==> src/rtl/i2c_cond_pkg.sv <==
package i2c_cond_pkg;

  localparam int BUSY_BIT = 7;
  localparam int GATE_BIT = 6;
  localparam int SDAV_BIT = 5;

  typedef enum logic [1:0] {
    CMD_NONE,
    CMD_START,
    CMD_STOP
  } cmd_t;

  typedef enum logic [2:0] {
    SQ_IDLE,
    SQ_START_HOLD,
    SQ_STOP_LOW,
    SQ_STOP_SETUP,
    SQ_RS_SDA,
    SQ_RS_SETUP
  } seq_state_t;

  // A set gate bit suppresses any command.
  function automatic cmd_t decode_cmd(input logic [7:0] d);
    if (d[GATE_BIT]) return CMD_NONE;
    if (d[BUSY_BIT]) return CMD_START;
    return CMD_STOP;
  endfunction

  function automatic logic [7:0] pack_status(input logic busy, input logic sda_level);
    logic [7:0] r;
    r = 8'h00;
    r[BUSY_BIT] = busy;
    r[GATE_BIT] = 1'b1;
    r[SDAV_BIT] = sda_level;
    return r;
  endfunction

endpackage

==> src/rtl/i2c_line_sync.sv <==
module i2c_line_sync #(
  parameter int W      = 2,
  parameter int STAGES = 2
) (
  input  logic         clk,
  input  logic         rst_n,
  input  logic [W-1:0] d,
  output logic [W-1:0] q
);
  // Lines idle high, so the stages reset to 1 to avoid a false condition.
  logic [W-1:0] st [STAGES];

  always_ff @(posedge clk or negedge rst_n) begin
    if (!rst_n) begin
      for (int i = 0; i < STAGES; i++) st[i] <= '1;
    end else begin
      st[0] <= d;
      for (int i = 1; i < STAGES; i++) st[i] <= st[i-1];
    end
  end

  assign q = st[STAGES-1];
endmodule

==> src/rtl/i2c_cond_detect.sv <==
module i2c_cond_detect (
  input  logic clk,
  input  logic rst_n,
  input  logic sda_s,
  input  logic scl_s,
  output logic start_seen,
  output logic stop_seen
);
  logic sda_p, scl_p, scl_steady;

  always_ff @(posedge clk or negedge rst_n) begin
    if (!rst_n) begin
      sda_p <= 1'b1;
      scl_p <= 1'b1;
    end else begin
      sda_p <= sda_s;
      scl_p <= scl_s;
    end
  end

  assign scl_steady = scl_p & scl_s;
  assign start_seen = scl_steady & sda_p & ~sda_s;
  assign stop_seen  = scl_steady & ~sda_p & sda_s;
endmodule

==> src/rtl/i2c_cond_seq.sv <==
module i2c_cond_seq
  import i2c_cond_pkg::*;
#(
  parameter int CNT_W = 8
) (
  input  logic             clk,
  input  logic             rst_n,
  input  logic             cmd_valid,
  input  cmd_t             cmd,
  input  logic             bus_busy,
  input  logic [CNT_W-1:0] hold_cycles,
  input  logic [CNT_W-1:0] setup_cycles,
  output logic             sda_low,
  output logic             scl_low,
  output logic             done,
  output logic             idle
);
  seq_state_t       state;
  logic [CNT_W-1:0] cnt;

  // A zero count is clamped to one cycle.
  function automatic logic [CNT_W-1:0] eff_count(input logic [CNT_W-1:0] n);
    return (n == '0) ? {{(CNT_W-1){1'b0}}, 1'b1} : n;
  endfunction

  function automatic logic last_cycle(input logic [CNT_W-1:0] c);
    return c <= {{(CNT_W-1){1'b0}}, 1'b1};
  endfunction

  assign idle = (state == SQ_IDLE);

  always_ff @(posedge clk or negedge rst_n) begin
    if (!rst_n) begin
      state   <= SQ_IDLE;
      cnt     <= '0;
      sda_low <= 1'b0;
      scl_low <= 1'b0;
      done    <= 1'b0;
    end else begin
      done <= 1'b0;
      unique case (state)
        SQ_IDLE: begin
          if (cmd_valid && cmd == CMD_START) begin
            if (bus_busy) begin
              state   <= SQ_RS_SDA;
              sda_low <= 1'b0;
              scl_low <= 1'b1;
            end else begin
              state   <= SQ_START_HOLD;
              sda_low <= 1'b1;
              scl_low <= 1'b0;
              cnt     <= eff_count(hold_cycles);
            end
          end else if (cmd_valid && cmd == CMD_STOP) begin
            state   <= SQ_STOP_LOW;
            sda_low <= 1'b1;
            scl_low <= 1'b1;
          end
        end
        SQ_START_HOLD: begin
          if (last_cycle(cnt)) begin
            scl_low <= 1'b1;
            done    <= 1'b1;
            state   <= SQ_IDLE;
          end else cnt <= cnt - 1'b1;
        end
        SQ_STOP_LOW: begin
          scl_low <= 1'b0;
          cnt     <= eff_count(setup_cycles);
          state   <= SQ_STOP_SETUP;
        end
        SQ_STOP_SETUP: begin
          if (last_cycle(cnt)) begin
            sda_low <= 1'b0;
            done    <= 1'b1;
            state   <= SQ_IDLE;
          end else cnt <= cnt - 1'b1;
        end
        SQ_RS_SDA: begin
          scl_low <= 1'b0;
          cnt     <= eff_count(setup_cycles);
          state   <= SQ_RS_SETUP;
        end
        SQ_RS_SETUP: begin
          if (last_cycle(cnt)) begin
            sda_low <= 1'b1;
            cnt     <= eff_count(hold_cycles);
            state   <= SQ_START_HOLD;
          end else cnt <= cnt - 1'b1;
        end
        default: state <= SQ_IDLE;
      endcase
    end
  end
endmodule

==> src/rtl/i2c_cond_ctl.sv <==
module i2c_cond_ctl
  import i2c_cond_pkg::*;
#(
  parameter int CNT_W     = 8,
  parameter int SYNC_STGS = 2
) (
  input  logic             clk,
  input  logic             rst_n,
  input  logic             wr_en,
  input  logic [7:0]       wr_data,
  output logic [7:0]       rd_data,
  input  logic [CNT_W-1:0] hold_cycles,
  input  logic [CNT_W-1:0] setup_cycles,
  input  logic             sda_pin,
  input  logic             scl_pin,
  output logic             sda_drive_low,
  output logic             scl_drive_low,
  output logic             seq_done
);
  logic [1:0] lines_s;
  logic       start_seen, stop_seen;
  logic       busy_q, sdav_q;
  logic       seq_sda_low, seq_scl_low, seq_idle;
  cmd_t       cmd;

  i2c_line_sync #(.W(2), .STAGES(SYNC_STGS)) u_sync (
    .clk(clk), .rst_n(rst_n), .d({sda_pin, scl_pin}), .q(lines_s)
  );

  i2c_cond_detect u_det (
    .clk(clk), .rst_n(rst_n), .sda_s(lines_s[1]), .scl_s(lines_s[0]),
    .start_seen(start_seen), .stop_seen(stop_seen)
  );

  assign cmd = decode_cmd(wr_data);

  i2c_cond_seq #(.CNT_W(CNT_W)) u_seq (
    .clk(clk), .rst_n(rst_n), .cmd_valid(wr_en), .cmd(cmd), .bus_busy(busy_q),
    .hold_cycles(hold_cycles), .setup_cycles(setup_cycles),
    .sda_low(seq_sda_low), .scl_low(seq_scl_low), .done(seq_done), .idle(seq_idle)
  );

  always_ff @(posedge clk or negedge rst_n) begin
    if (!rst_n) begin
      busy_q <= 1'b0;
      sdav_q <= 1'b1;
    end else begin
      if (start_seen)     busy_q <= 1'b1;
      else if (stop_seen) busy_q <= 1'b0;
      if (wr_en) sdav_q <= wr_data[SDAV_BIT];
    end
  end

  assign sda_drive_low = ~sdav_q | seq_sda_low;
  assign scl_drive_low = seq_scl_low;
  assign rd_data       = pack_status(busy_q, ~sda_drive_low);
endmodule

==> config.mk <==
export PLATFORM = sky130hd
export DESIGN_NAME = i2c_cond_ctl
export DESIGN_NICKNAME = d
export VERILOG_FILES = /design/src/rtl/i2c_cond_pkg.sv /design/src/rtl/i2c_line_sync.sv /design/src/rtl/i2c_cond_detect.sv /design/src/rtl/i2c_cond_seq.sv /design/src/rtl/i2c_cond_ctl.sv
export SDC_FILE = /design/constraint.sdc
export NUM_CORES = 1
export LEC_CHECK = 0
export BUFFER_PORTS_ARGS = -buffer_cell sky130_fd_sc_hd__buf_2
export CORE_UTILIZATION = 47
export DETAILED_ROUTE_END_ITERATION = 12
export GPL_ROUTABILITY_DRIVEN = 0
export GPL_TIMING_DRIVEN = 0
export HOLD_SLACK_MARGIN = 0.03
export PLACE_DENSITY_LB_ADDON = 0.08
export SLEW_MARGIN = 20
export SYNTH_ARGS = -nofsm -noshare
export SYNTH_HDL_FRONTEND = slang
export SYNTH_HIERARCHICAL = 1
export SYNTH_SLANG_ARGS = --single-unit
==> constraint.sdc <==
create_clock -name clk -period 1.75 [get_ports clk]
set_input_delay 0 -clock clk [delete_from_list [all_inputs] [get_ports clk]]
set_output_delay 0 -clock clk [all_outputs]
set_load 0.05 [all_outputs]
==> reports/results.tsv, run 1 <==
stage	metric	value	unit
sta	RSZ-0062 raised after global routing	yes	
floorplan	Die Ht	58.9	um
clock_network	CTS Sinks	22	
clock_network	maximum buffer depth of the clock tree	2	
sta	FMAX	0.565	GHz
critical_path	Worst Path Max Fanout	5	
sta	crit path time final	1.77	ns
routing	wire per inst	15.0	um
routing	WL final	3990	um
finish	layout cells sized above 1	44.3	%
routing	Pre-Repair DR Iteration Count	4	
finish	NumNets Final	253	
placement	DP HPWL	2660	um
logic_synthesis	area leader, netlist	dfrtp_1	
pwr	Peak VDD IR	860	uV
logic_synthesis	top cell type's share of synthesized area	24.7	%
routing	initial DRC count	93	
clock_network	TritonCTS clock tree	built	
critical_path	Worst Reg2Reg Path Length in Cells	6	
finish	Area Overhead vs Synth	38.4	%
pwr	leakage	0.912	nW
sta	WHS	0.0263	ns
sta	Final Slew Violations	0	
placement	Placed Instances	238	
logic_synthesis	syn_area_per_cell	9.38	um2
finish	final core occ	68.9	%
logic_synthesis	post-synthesis sequential area ratio	36.8	%
critical_path	CP Launch Type	flip-flop	
clock_network	TritonCTS Buffers	3	
logic_synthesis	Synth Register Bits	22	
sta	final-report hold violation count	0	
critical_path	R2R Setup Slk	-0.02	ns
pwr	total power draw	2.79	mW
floorplan	initial core utilization	49.8	%
logic_synthesis	yosys warns	6	
min_path	WHS Endpoint	u_seq/cnt[5]	
sta	Clock Skews	0.00131	ns
global_routing	vias in the first global route	1356	
routing	Vias/cell	5.61	
sta	endpoints failing setup	2	
routing	DRC violations left	0	
finish	most frequent cells in the layout	29 x buf_2, 21 x buf_4, 14 x dfrtp_1	
min_path	class of the worst hold path	in2reg	
sta	Worst-Margin Slew	0.506	ns
sta	Setup TNS Final	-0.0294	ns
critical_path	origin of the critical flop-to-flop path	u_seq/cnt[1]	
global_routing	GR Overflow Total	0	
floorplan	I/O pin count	40	
run_status	status	finished with violations	
logic_synthesis	Primary FF master, synth	dfrtp_1	
clock_network	clock root buffer master	clkbuf_4	
sta	period utilization	101	%
logic_synthesis	Yosys cell types	56	
floorplan	die area	3470	um2
logic_synthesis	Synth Cell Area	1520	um2
placement	Buffers on Ports	28	
global_routing	largest net degree at the start of global routing	23	
global_routing	first-pass GRT wire length	6000	um
pwr	Pwr Density	1330	nW/um2
flow_run	max-cap violation count	0	
clock_network	CTS H-tree lvls	1	
clock_network	clk_lat worst skew	0.31	ns
min_path	worst hold start	hold_cycles[5]	
sta	worst setup margin	-0.0197	ns
finish	antenna cells	0	
min_path	Hold Path Depth	3	
sta	Slew headroom	66.3	%
critical_path	Critical Path AT	1.99	ns
routing	via count	1487	
global_routing	initial antenna violation count	0	
critical_path	CP endpoint kind	flip-flop	
logic_synthesis	Post-synth EDFFs	0	
critical_path	critical path type	reg2reg	
floorplan	Die W	58.9	um
floorplan	# rows	20	
critical_path	reg2reg end	u_seq/cnt[0]	
critical_path	Req. time, crit path	1.97	ns
routing	ANT nets after route	0	
logic_synthesis	Synth async-reset ratio	100	%
clock_network	clock slew at reported path FFs	0.13	ns
finish	commonest non-fill, non-tap cell in the layout	buf_2	
global_routing	gr usage total	23.1	%
floorplan	Core Box Area	3050	um2
logic_synthesis	Cells after Synth	162	
logic_synthesis	Synth area leaders	dfrtp_1 25%, dfstp_2 12%, buf_4 4.4%	
run_status	failing checks	setup timing	
finish	Layout fillers	240	
finish	Final Non-Filler Cells	265	
cell usage after synthesis (2+ instances only):
master and instances:
ha_1 2, nor2b_1 3, dfstp_2 7, and4b_1 2, dfrtp_1 15, o211ai_1 3
nand3_1 6, buf_4 9, a22o_1 2, a32oi_1 2, nor2_1 12, o2bb2ai_1 3
a22oi_1 2, o21ai_0 10, a221oi_1 3, o21ai_1 3, inv_1 9, a221oi_2 2
conb_1 2, a21oi_1 10, nor4_1 3, or4_1 2, nor3_1 3, o22ai_2 2
clkbuf_1 2, a21o_1 2, and3_1 2, nand2_1 11
critical path: stages (launching register included):
cell and delay [ns]:
dfrtp_1 0.41, inv_2 0.08, ha_4 0.19, o211a_4 0.29, o31ai_4 0.34, a21oi_2 0.09
a32oi_1 0.26
report_power, final:
part           switching, mW  total [mW]  internal [mW]
sequential             0.169       0.824          0.655
clock                  0.160       0.392          0.231
combinational          0.843        1.57          0.729
total                   1.17        2.79           1.62
logic make-up (layout without fill, tap and decap cells):
logic type,after synthesis,in the layout,synth area share (%)
adders and majority gates,2,2,1.65
buffers and inverters,24,79,8.97
DFF,22,22,36.8
AOI/OAI and AO/OA,54,54,29.3
xor gates and xnor gates,1,1,0.576
muxes,3,3,2.47
and+or+nand+nor,54,54,19.8
other,2,6,0.494
what timing repair did:
item	in CTS	in global routing
cloned	0	0
endpoints found under the hold margin	29	0
pin swaps	6	18
gates resized for setup	8	22
hold buffers	9	0
endpoints found under the setup margin	9	8
buffers inserted	8	6
through the flow:
| stage | instance area, um2 | setup WS, ns |
|---|---|---|
| floorplan | 1540 | 0.0335 |
| detailed placement | 1730 | -0.158 |
| global placement | 1730 | -0.156 |
| CTS | 1960 | -0.00144 |
| global route | 2100 | -0.0633 |
| finish | 2100 | -0.0197 |
area by class of cell:
| type | count | area (um2) | share of cell area, % |
|---|---|---|---|
| buffer | 14 | 101 | 4.82 |
| inverter | 10 | 37.5 | 1.78 |
| sequential | 22 | 561 | 26.7 |
| multi-input combinational | 120 | 953 | 45.3 |
| timing repair buffer | 51 | 343 | 16.3 |
| tap | 44 | 55.1 | 2.62 |
| clock buffer | 3 | 22.5 | 1.07 |
| clock inverter | 1 | 30.0 | 1.43 |
per-layer routing:
| layer | global-route usage [%] | up-vias | share of wire (%) |
|---|---|---|---|
| met5 | 0 | - | 0 |
| met4 | 9.52 | 0 | 2.5 |
| met3 | 2.20 | 17 | 7.3 |
| met2 | 39.1 | 72 | 50 |
| met1 | 30.2 | 694 | 40 |
| li1 | - | 704 | - |
flip-flops by register name, indices dropped and copies added (netlist names), 2 cells and up:
signal	flops
u_seq/cnt	8
u_seq/state	3
u_sync/q	2
u_sync/st	2
worst max-delay path by stage:
stage	start	end	slack (ns)	cells after the start
floorplan	u_seq/cnt[0]	u_seq/cnt[4]	0.03	7
CTS	u_seq/cnt[7]	u_seq/cnt[7]	-0.001	6
global route	u_seq/cnt[1]	u_seq/cnt[0]	-0.06	6
detailed placement	u_seq/cnt[0]	u_seq/cnt[3]	-0.16	6
finish	u_seq/cnt[1]	u_seq/cnt[0]	-0.02	6
global placement	u_seq/cnt[0]	u_seq/cnt[0]	-0.16	6
(Power assumes the default switching activity.)
==> run 2, diff against run 1 <==
--- a/config.mk
+++ b/config.mk
@@ -5,8 +5,9 @@
 export SDC_FILE = /design/constraint.sdc
 export NUM_CORES = 1
 export LEC_CHECK = 0
+export ABC_CLOCK_PERIOD_IN_PS = 1750
 export BUFFER_PORTS_ARGS = -buffer_cell sky130_fd_sc_hd__buf_2
-export CORE_UTILIZATION = 47
+export CORE_UTILIZATION = 45
 export DETAILED_ROUTE_END_ITERATION = 12
 export GPL_ROUTABILITY_DRIVEN = 0
 export GPL_TIMING_DRIVEN = 0
==> reports/results.tsv, run 2 (synthesis results as in run 1) <==
stage	metric	value	unit	change
run_status	status	completed		
clock_network	clock slew at reported path FFs	0.12	ns	about the same
finish	NumNets Final	251		-0.79%
clock_network	clock root buffer master	clkbuf_4		
critical_path	CP max stage cell	dfrtp_1		
clock_network	clk_lat worst skew	0.31	ns	about the same
global_routing	largest net degree at the start of global routing	23		unchanged
critical_path	CP max stage delay	0.42	ns	about the same
critical_path	Req. time, crit path	1.98	ns	about the same
critical_path	Crit. Startpoint	u_seq/cnt[0]		
routing	ANT nets after route	0		unchanged
sta	Setup TNS Final	0	ns	+0.0294 ns
critical_path	Worst Reg2Reg Path Length in Cells	7		+1
floorplan	initial core utilization	48.6	%	-1.2 points
critical_path	Worst Path Max Fanout	5		unchanged
pwr	leakage	0.893	nW	-2.2%
clock_network	CTS H-tree lvls	1		unchanged
clock_network	TritonCTS Buffers	3		unchanged
routing	DRC violations left	0		unchanged
critical_path	critical path endpoint	u_seq/cnt[3]		
global_routing	GR Overflow Total	0		unchanged
finish	antenna cells	0		unchanged
finish	biggest regs	u_seq/cnt (8), u_seq/state (3)		
routing	via count	1501		+0.94%
critical_path	critical path type	reg2reg		
global_routing	gr usage total	23.7	%	+0.63 points
floorplan	Core Box Area	3130	um2	+2.5%
critical_path	reg2reg end	u_seq/cnt[3]		
placement	dpl ws	-0.146	ns	+0.0117 ns
floorplan	die area	3610	um2	+4.3%
global_routing	initial antenna violation count	0		unchanged
critical_path	origin of the critical flop-to-flop path	u_seq/cnt[0]		
finish	Final Non-Filler Cells	263		-0.75%
critical_path	CP Launch Type	flip-flop		
pwr	Pwr Density	1320	nW/um2	-0.61%
flow_run	max-cap violation count	0		unchanged
finish	Area Overhead vs Synth	35.6	%	
critical_path	critical path, cell by cell	buf_6 > ha_4 > o211a_4 > o31ai_4 > buf_4 > a221oi_2 > o2bb2ai_1		
global_routing	vias in the first global route	1356		unchanged
pwr	total power draw	2.71	mW	-2.6%
routing	wire per inst	15.2	um	+1.3%
global_routing	first-pass GRT wire length	6330	um	+5.4%
sta	Final Slew Violations	0		unchanged
sta	period utilization	99.8	%	-1.4 points
critical_path	Critical Path Stages	7		+1
sta	Worst-Margin Slew	0.594	ns	+0.0886 ns
routing	WL final	4010	um	+0.50%
sta	RSZ-0062 raised after global routing	yes		
finish	Layout fillers	244		+1.7%
placement	DP HPWL	2730	um	+2.6%
finish	layout cells sized above 1	42.5	%	-1.9 points
clock_network	maximum buffer depth of the clock tree	2		unchanged
sta	FMAX	0.573	GHz	+1.4%
floorplan	Die Ht	60.1	um	+2.1%
routing	Vias/cell	5.71		+1.7%
placement	Placed Instances	238		unchanged
critical_path	R2R Setup Slk	0.004	ns	+0.02 ns
sta	Slew headroom	60.4	%	-5.9 points
floorplan	I/O pin count	40		unchanged
floorplan	Die W	60.1	um	+2.1%
sta	crit path time final	1.75	ns	-0.0237 ns
placement	Buffers on Ports	28		unchanged
routing	Pre-Repair DR Iteration Count	4		unchanged
floorplan	# rows	20		unchanged
sta	endpoints failing setup	0		-2
sta	WHS	0.0523	ns	+0.0259 ns
critical_path	CP delay by family, top	compound AO/OA/AOI/OAI gates		
critical_path	CP endpoint kind	flip-flop		
pwr	Peak VDD IR	813	uV	-5.5%
finish	Largest Register	u_seq/cnt		
clock_network	CTS Sinks	22		unchanged
routing	initial DRC count	100		+7.5%
clock_network	TritonCTS clock tree	built		
sta	worst setup margin	0.00391	ns	+0.0237 ns
finish	commonest non-fill, non-tap cell in the layout	buf_2		
min_path	class of the worst hold path	in2reg		
sta	Clock Skews	0.00264	ns	+0.00133 ns
critical_path	Critical Path AT	1.98	ns	about the same
sta	final-report hold violation count	0		unchanged
finish	max FFs per register	8		unchanged
critical_path	Buf/Inv on CP	2		+1
finish	most frequent cells in the layout	29 x buf_2, 19 x buf_4, 14 x dfrtp_1		
run 2: cell types whose count changed in the layout (fill, tap and decap cells not counted), sizes merged:
| cell | before | now |
|---|---|---|
| clkbuf | 6 | 5 |
| buf | 53 | 52 |
run 2: area by class of cell:
| class | count | area (um2) | area share (%) |
|---|---|---|---|
| multi-input combinational | 120 | 927 | 45.0 |
| sequential | 22 | 561 | 27.2 |
| buffer | 14 | 100 | 4.86 |
| inverter | 10 | 37.5 | 1.82 |
| clock inverter | 1 | 30.0 | 1.46 |
| timing repair buffer | 49 | 328 | 15.9 |
| tap | 44 | 55.1 | 2.67 |
| clock buffer | 3 | 22.5 | 1.09 |
run 2: worst min-delay path, stage by stage:
cell and delay (ns):
buf_2 0.10, a32oi_1 0.08, o22ai_2 0.13
run 2: worst min-delay path by stage:
stage | start | to | slack (ns) | depth (start not counted)
global placement | rst_n | u_seq/sda_low | -0.01 | 1
detailed placement | rst_n | u_seq/scl_low | -0.01 | 1
floorplan | rst_n | busy_q | -0.30 | 0
finish | hold_cycles[4] | u_seq/cnt[4] | 0.05 | 3
CTS | hold_cycles[4] | u_seq/cnt[4] | 0.03 | 3
global route | hold_cycles[4] | u_seq/cnt[4] | 0.04 | 3
run 2: through the flow:
| stage | instance area, um2 | util, % |
|---|---|---|
| 5_1_grt | 2060 | 65.9 |
| 4_1_cts | 1970 | 63.1 |
| 2_1_floorplan | 1540 | - |
| 3_3_place_gp | 1730 | 55.3 |
| 6_report | 2060 | 65.9 |
| 3_5_place_dp | 1730 | 55.3 |
run 2: power by group:
part / total [mW] / leakage (nW) / internal [mW] / switching (mW)
clock: 0.385 / 0.0279 / 0.231 / 0.154
combinational: 1.52 / 0.618 / 0.671 / 0.844
sequential: 0.814 / 0.247 / 0.655 / 0.159
run 2: timing repair:
item                                   in CTS  in global routing
setup buffers                               8                  4
gates resized for setup                     9                 17
endpoints found under the hold margin      29                  0
pin swaps                                   3                 12
setup endpoints to repair                   9                 10
hold buffers                                9                  0
run 2: layer usage:
| layer | wire length (um) | track usage (%) |
|---|---|---|
| met5 | 0 | 0 |
| met4 | 55 | 6.98 |
| met3 | 273 | 4.55 |
| met2 | 1940 | 37.2 |
| met1 | 1740 | 32.9 |
